===== src/rtl/dps_pkg.sv =====
package dps_pkg;
  localparam int REG_AW  = 3;
  localparam int DW      = 32;
  localparam int NPAR    = 3;
  localparam int PAR_BASE = 2;

  typedef enum logic [REG_AW-1:0] {
    A_CTRL = 3'd0,
    A_STAT = 3'd1,
    A_SRC  = 3'd2,
    A_DST  = 3'd3,
    A_CNT  = 3'd4
  } reg_addr_e;

  localparam int C_GO    = 0;
  localparam int C_HALT  = 1;
  localparam int C_CHAIN = 2;
  localparam int C_FINAL = 3;
endpackage


===== src/rtl/dps_staging.sv =====
module dps_staging
  import dps_pkg::*;
#(
  parameter int DATA_W = DW
) (
  input  logic              clk,
  input  logic              rst_n,
  input  logic              wr_en,
  input  logic [REG_AW-1:0] wr_addr,
  input  logic [DATA_W-1:0] wr_data,
  input  logic [REG_AW-1:0] rd_addr,
  input  logic              busy,
  input  logic              fault,
  output logic [DATA_W-1:0] rd_data,
  output logic [DATA_W-1:0] stg_src,
  output logic [DATA_W-1:0] stg_dst,
  output logic [DATA_W-1:0] stg_cnt,
  output logic              chain_nx,
  output logic              final_nx,
  output logic              go_req,
  output logic              halt_req
);
  logic [DATA_W-1:0] stg_q [NPAR];
  logic              chain_q, final_q;
  logic              ctrl_wr;

  assign ctrl_wr = wr_en && (wr_addr == A_CTRL);

  // one staged word per parameter, each with its own write enable
  for (genvar g = 0; g < NPAR; g++) begin : g_par
    logic              we;
    logic [DATA_W-1:0] d;
    assign we = wr_en && (wr_addr == REG_AW'(PAR_BASE + g));
    always_comb d = we ? wr_data : stg_q[g];
    always_ff @(posedge clk or negedge rst_n) begin
      if (!rst_n) stg_q[g] <= '0;
      else        stg_q[g] <= d;
    end
  end

  always_comb begin
    chain_nx = ctrl_wr ? wr_data[C_CHAIN] : chain_q;
    final_nx = ctrl_wr ? wr_data[C_FINAL] : final_q;
  end

  always_ff @(posedge clk or negedge rst_n) begin
    if (!rst_n) begin
      chain_q <= 1'b0;
      final_q <= 1'b0;
    end else begin
      chain_q <= chain_nx;
      final_q <= final_nx;
    end
  end

  assign go_req   = ctrl_wr && wr_data[C_GO];
  assign halt_req = ctrl_wr && wr_data[C_HALT];
  assign stg_src  = stg_q[0];
  assign stg_dst  = stg_q[1];
  assign stg_cnt  = stg_q[2];

  always_comb begin
    rd_data = '0;
    case (rd_addr)
      A_CTRL: begin
        rd_data[C_CHAIN] = chain_q;
        rd_data[C_FINAL] = final_q;
      end
      A_STAT: rd_data[1:0] = {fault, busy};
      A_SRC:  rd_data = stg_q[0];
      A_DST:  rd_data = stg_q[1];
      A_CNT:  rd_data = stg_q[2];
      default: rd_data = '0;
    endcase
  end

  // strobe bits never read back as 1
  p_ctrl_strobes_zero_r10: assert property (@(posedge clk) disable iff (!rst_n)
    (rd_addr == A_CTRL) |-> (rd_data[C_HALT:C_GO] == 2'b00));
  // a write to a parameter register is visible in its staged word next cycle
  p_stage_write_r2: assert property (@(posedge clk) disable iff (!rst_n)
    (wr_en && wr_addr == A_CNT) |=> (stg_cnt == $past(wr_data)));
endmodule


===== src/rtl/dps_seq.sv =====
module dps_seq (
  input  logic clk,
  input  logic rst_n,
  input  logic go_req,
  input  logic halt_req,
  input  logic round_done,
  input  logic bus_err,
  input  logic chain_nx,
  input  logic final_nx,
  output logic busy,
  output logic fault,
  output logic load
);
  logic busy_q, busy_d;
  logic fault_q, fault_d;
  logic last_q, last_d;

  always_comb begin
    busy_d  = busy_q;
    fault_d = fault_q;
    last_d  = last_q;
    load    = 1'b0;
    if (busy_q) begin
      if (halt_req) begin
        busy_d = 1'b0;
      end else if (bus_err) begin
        busy_d  = 1'b0;
        fault_d = 1'b1;
      end else if (round_done) begin
        if (last_q || !chain_nx) begin
          busy_d = 1'b0;
        end else begin
          load   = 1'b1;
          last_d = final_nx;
        end
      end
    end else if (go_req && !halt_req) begin
      load    = 1'b1;
      busy_d  = 1'b1;
      fault_d = 1'b0;
      last_d  = final_nx;
    end
  end

  always_ff @(posedge clk or negedge rst_n) begin
    if (!rst_n) begin
      busy_q  <= 1'b0;
      fault_q <= 1'b0;
      last_q  <= 1'b0;
    end else begin
      busy_q  <= busy_d;
      fault_q <= fault_d;
      last_q  <= last_d;
    end
  end

  assign busy  = busy_q;
  assign fault = fault_q;

  // halt drops busy at the next edge
  p_halt_clears_r11: assert property (@(posedge clk) disable iff (!rst_n)
    (busy_q && halt_req) |=> !busy_q);
  // bus error stops the job and raises the flag
  p_buserr_stop_r9: assert property (@(posedge clk) disable iff (!rst_n)
    (busy_q && bus_err && !halt_req) |=> (fault_q && !busy_q));
  // the flag only falls on a load (accepted start)
  p_fault_sticky_r9: assert property (@(posedge clk) disable iff (!rst_n)
    (fault_q && !load) |=> fault_q);
  // no load from a go while busy without a round boundary
  p_go_busy_ignored_r12: assert property (@(posedge clk) disable iff (!rst_n)
    (busy_q && !round_done) |-> !load);
endmodule


===== src/rtl/dps_active.sv =====
module dps_active
  import dps_pkg::*;
#(
  parameter int DATA_W  = DW,
  parameter int ALIGN_W = 2
) (
  input  logic              clk,
  input  logic              rst_n,
  input  logic              load,
  input  logic [DATA_W-1:0] stg_src,
  input  logic [DATA_W-1:0] stg_dst,
  input  logic [DATA_W-1:0] stg_cnt,
  output logic [DATA_W-1:0] act_src,
  output logic [DATA_W-1:0] act_dst,
  output logic [DATA_W-1:0] act_cnt
);
  localparam logic [DATA_W-1:0] ALIGN_MASK = ~DATA_W'((1 << ALIGN_W) - 1);

  logic [DATA_W-1:0] src_d, dst_d, cnt_d;

  always_comb begin
    src_d = act_src;
    dst_d = act_dst;
    cnt_d = act_cnt;
    if (load) begin
      src_d = stg_src & ALIGN_MASK;
      dst_d = stg_dst & ALIGN_MASK;
      cnt_d = stg_cnt;
    end
  end

  always_ff @(posedge clk or negedge rst_n) begin
    if (!rst_n) begin
      act_src <= '0;
      act_dst <= '0;
      act_cnt <= '0;
    end else begin
      act_src <= src_d;
      act_dst <= dst_d;
      act_cnt <= cnt_d;
    end
  end

  // outside a load the active set does not move
  p_active_hold_r4: assert property (@(posedge clk) disable iff (!rst_n)
    !load |=> ($stable(act_src) && $stable(act_dst) && $stable(act_cnt)));
  // the count is taken whole from the staged word
  p_count_copy_r3: assert property (@(posedge clk) disable iff (!rst_n)
    load |=> (act_cnt == $past(stg_cnt)));
endmodule


===== src/rtl/dma_param_stage.sv =====
module dma_param_stage
  import dps_pkg::*;
#(
  parameter int DATA_W  = DW,
  parameter int ALIGN_W = 2
) (
  input  logic              clk,
  input  logic              rst_n,
  input  logic              reg_wr,
  input  logic [REG_AW-1:0] reg_addr,
  input  logic [DATA_W-1:0] reg_wdata,
  input  logic [REG_AW-1:0] rd_addr,
  output logic [DATA_W-1:0] rd_data,
  input  logic              round_done,
  input  logic              bus_err,
  output logic              busy,
  output logic              act_load,
  output logic [DATA_W-1:0] act_src,
  output logic [DATA_W-1:0] act_dst,
  output logic [DATA_W-1:0] act_cnt
);
  logic [DATA_W-1:0] stg_src, stg_dst, stg_cnt;
  logic chain_nx, final_nx, go_req, halt_req, fault;

  dps_staging #(.DATA_W(DATA_W)) u_stage (
    .clk(clk), .rst_n(rst_n), .wr_en(reg_wr), .wr_addr(reg_addr),
    .wr_data(reg_wdata), .rd_addr(rd_addr), .busy(busy), .fault(fault),
    .rd_data(rd_data), .stg_src(stg_src), .stg_dst(stg_dst),
    .stg_cnt(stg_cnt), .chain_nx(chain_nx), .final_nx(final_nx),
    .go_req(go_req), .halt_req(halt_req)
  );

  dps_seq u_seq (
    .clk(clk), .rst_n(rst_n), .go_req(go_req), .halt_req(halt_req),
    .round_done(round_done), .bus_err(bus_err), .chain_nx(chain_nx),
    .final_nx(final_nx), .busy(busy), .fault(fault), .load(act_load)
  );

  dps_active #(.DATA_W(DATA_W), .ALIGN_W(ALIGN_W)) u_act (
    .clk(clk), .rst_n(rst_n), .load(act_load), .stg_src(stg_src),
    .stg_dst(stg_dst), .stg_cnt(stg_cnt), .act_src(act_src),
    .act_dst(act_dst), .act_cnt(act_cnt)
  );

  // a chain reload keeps the job running
  p_chain_keeps_busy_r6: assert property (@(posedge clk) disable iff (!rst_n)
    (busy && act_load) |=> busy);
endmodule


===== config.mk =====
export PLATFORM = sky130hd
export DESIGN_NAME = dma_param_stage
export DESIGN_NICKNAME = d
export VERILOG_FILES = /design/src/rtl/dps_pkg.sv /design/src/rtl/dps_staging.sv /design/src/rtl/dps_seq.sv /design/src/rtl/dps_active.sv /design/src/rtl/dma_param_stage.sv
export SDC_FILE = /design/constraint.sdc
export NUM_CORES = 1
export LEC_CHECK = 0
export ABC_AREA = 1
export CAP_MARGIN = 30
export CORE_UTILIZATION = 51
export DETAILED_ROUTE_END_ITERATION = 8
export PLACE_DENSITY = 0.77
export REMOVE_ABC_BUFFERS = 1
export SLEW_MARGIN = 20
export SYNTH_ARGS = -nofsm -noshare
export SYNTH_HDL_FRONTEND = slang
export SYNTH_SLANG_ARGS = --single-unit

===== constraint.sdc =====
create_clock -name clk -period 1.55 [get_ports clk]
set_input_delay 0.155 -clock clk [delete_from_list [all_inputs] [get_ports clk]]
set_output_delay 0.155 -clock clk [all_outputs]
set_load 0.01 [all_outputs]

==> impl_results.md <==
* Status: finished, violations left
* Failing checks: negative setup slack
* Share of cells above drive strength 1 at 0.193
* Final std cells w/o fill at 1359
* Register area share after synthesis at 0.603
* Starting density of the core at 0.525
* GRT overflow at 0
* Lkg Pwr at 6.13 nW
* Clock-pin slew on the worst setup and hold paths at about 0.07 ns
* Detailed Route WL at about 24000 um
* Hold WS at 0.222 ns
* Iter 0 DRT Violations at 749
* Post-synthesis cell type count at 19
* Crit path time final at 1.63 ns
* Routability cong. at 0.831
* Max cap viols at 0
* Largest net degree at the start of global routing at 65
* Insertion delay to the later sink of the worst-skew pair at 0.43 ns
* Final Skew at 0.00559 ns
* Crit Reg-Reg Startpoint: u_seq.busy
* RSZ-0062 raised after global routing: true
* CTS tree: done
* Vias in the first global route at about 6900
* Die W at 127 um
* Number of diodes at 0
* GRT Overall Usage at 0.280
* Cells after DPL at 1302
* Worst path required time at 1.39 ns
* CP Class: reg2out
* Via density at 5.42
* Inserted Clock Buffers at 17
* Number of fillers in the final layout at roughly 1100
* Crit-path max FO at 2
* Final worst path period share at 1.05
* Pwr/cell area at roughly 1200 nW/um^2
* Die Area at roughly 16000 um^2
* Reg2Reg Capture Point: u_act.act_dst[18]
* Critical Path End Type: primary output
* Worst EP arrival at 1.47 ns
* Clock buffer depth at 2
* Sink Count at approximately 190
* Antenna Nets Post-Route at 0
* Cells after synthesis at 934
* Area grow syn2layout at 45.7%
* Post-DP Area at 10300 um^2
* H-tree Lvls at 4
* Avg WL per Cell at 17.5 um
* Number of vias in the routed layout at 7367
* First-pass GRT wire length at 35000 um
* Total core area at 15300 um^2
* CP Launch Type: flop
* Number of synthesized register bits at around 190
* Die Height at 127 um
* Std cell rows at 45
* DRC violations left at 0
* Initial antenna violation count at 0
* Clk root buf: clkbuf_16
* R2R depth at 9
* Commonest non-fill, non-tap cell in the layout: nand2_1
* Drt first pass iters at 6
* Hold Path Class: in2async
* Final WS setup at -0.0776 ns
* Max Slew Vio Count at 0
* Synth warnings at 0
* Buffers on Ports at 168
* Worst VDD drop at 0.887 mV
* Final #Nets at 1178
* Post-Syn Area per Cell at between 8 and 9 um^2
* HPWL Detailed at 13500 um
* Setup violators final at 78
* Final hold vios at 0
* Post-Syn Area at ~8000 um^2
* Commonest non-fill, non-tap cells in the layout: nand2_1, dfrtp_1, nand3_1
* Design Area, Final at around 12000 um^2
* R2r setup slk at -0.06 ns
* F_max at 614 MHz
* IO Pins at 173
## worst max-delay path by stage
stage	start	endpoint	slack [ns]	cells past startpoint
CTS	u_seq.busy	act_load	-0.08	5
floorplan	u_seq.busy	u_act.act_cnt[0]	-1.23	6
global route	u_seq.busy	act_load	-0.11	5
global placement	rd_addr[1]	rd_data[11]	-0.49	8
detailed placement	rd_addr[1]	rd_data[11]	-0.51	8
finish	u_seq.busy	act_load	-0.08	5
## state kept, by name (all words and copies together) (netlist names), 30 cells and up
signal           cells
u_act.act_cnt       32
u_act.act_dst       30
u_act.act_src       30
u_stage.stg_cnt     32
u_stage.stg_dst     32
u_stage.stg_src     32
## cells in the mapped netlist
library cell / number / area share
nand4_1: 4 / 0.0031
nor2_1: 4 / 0.0019
inv_1: 43 / 0.020
buf_1: 7 / 0.0033
nand3_1: 135 / 0.084
nor2_4: 1 / 0.0014
nand2_1: 387 / 0.18
inv_2: 2 / 0.00094
buf_4: 15 / 0.014
o21bai_1: 1 / 0.00094
dfrtp_1: 193 / 0.60
o21bai_2: 1 / 0.0014
clkbuf_1: 28 / 0.013
nand3b_1: 1 / 0.00094
o21ai_0: 97 / 0.061
nor2_2: 2 / 0.0016
buf_2: 11 / 0.0069
conb_1: 1 / 0.00047
nand2_2: 1 / 0.00078
## cells by family after synthesis
| kind of cell | Yosys count | share of synthesized area |
|---|---|---|
| DFF | 193 | 0.603 |
| other | 1 | 0.000468 |
| AOI/OAI and AO/OA | 99 | 0.0629 |
| and+or+nand+nor | 535 | 0.275 |
| buffers and inverters | 106 | 0.0584 |
## critical path, cell delays in order (launching register included)
cell	delay (ns)
dfrtp_1	0.37
inv_2	0.07
nor2_4	0.11
nand3_4	0.10
o21bai_4	0.25
buf_6	0.14
## per-layer routing
metal / track usage / up-vias / wire length [um] / part of all wire
met4: 0.0861 / 0 / 360 / 0.015
li1: - / 3395 / - / -
met2: 0.454 / 317 / 11700 / 0.49
met3: 0.0465 / 34 / 1760 / 0.074
met1: 0.388 / 3621 / 10000 / 0.42
met5: 0 / - / 0 / 0
## timing repair
action | CTS | global route
gates resized for setup | 109 | 132
endpoints found under the hold margin | 43 | 0
setup buffers | 5 | 2
gates cloned | 3 | 15
pin swaps | 4 | 31
endpoints found under the setup margin | 77 | 119
hold buffers | 1 | 0
## metrics by stage
stage / power, mW / setup TNS (ns) / setup slack [ns] / utilization
floorplan: 8.13 / -137.89 / -1.23 / -
global placement: 10.1 / -43.95 / -0.487 / 0.675
detailed placement: 10.2 / -50.38 / -0.512 / 0.675
CTS: 14.4 / -0.190 / -0.0772 / 0.722
global route: 15.2 / -5.90 / -0.115 / 0.765
finish: 14.6 / -1.62 / -0.0776 / 0.765
## final cells by class
| type | count | area [um^2] | area share |
|---|---|---|---|
| clock buffers | 18 | 439 | 0.0376 |
| clock inverters | 14 | 124 | 0.0106 |
| inverters | 45 | 171 | 0.0147 |
| multi-input cells | 638 | 3090 | 0.265 |
| flip-flops and latches | 193 | 4830 | 0.414 |
| well taps | 211 | 264 | 0.0226 |
| repair buffers | 240 | 2750 | 0.236 |
## power breakdown
part	internal, mW	switching (mW)	total, mW
Combinational	1.82	1.56	3.38
Sequential	6.11	0.853	6.96
Clock	2.16	2.06	4.22
No activity file was read; power rests on OpenSTA's default activity.
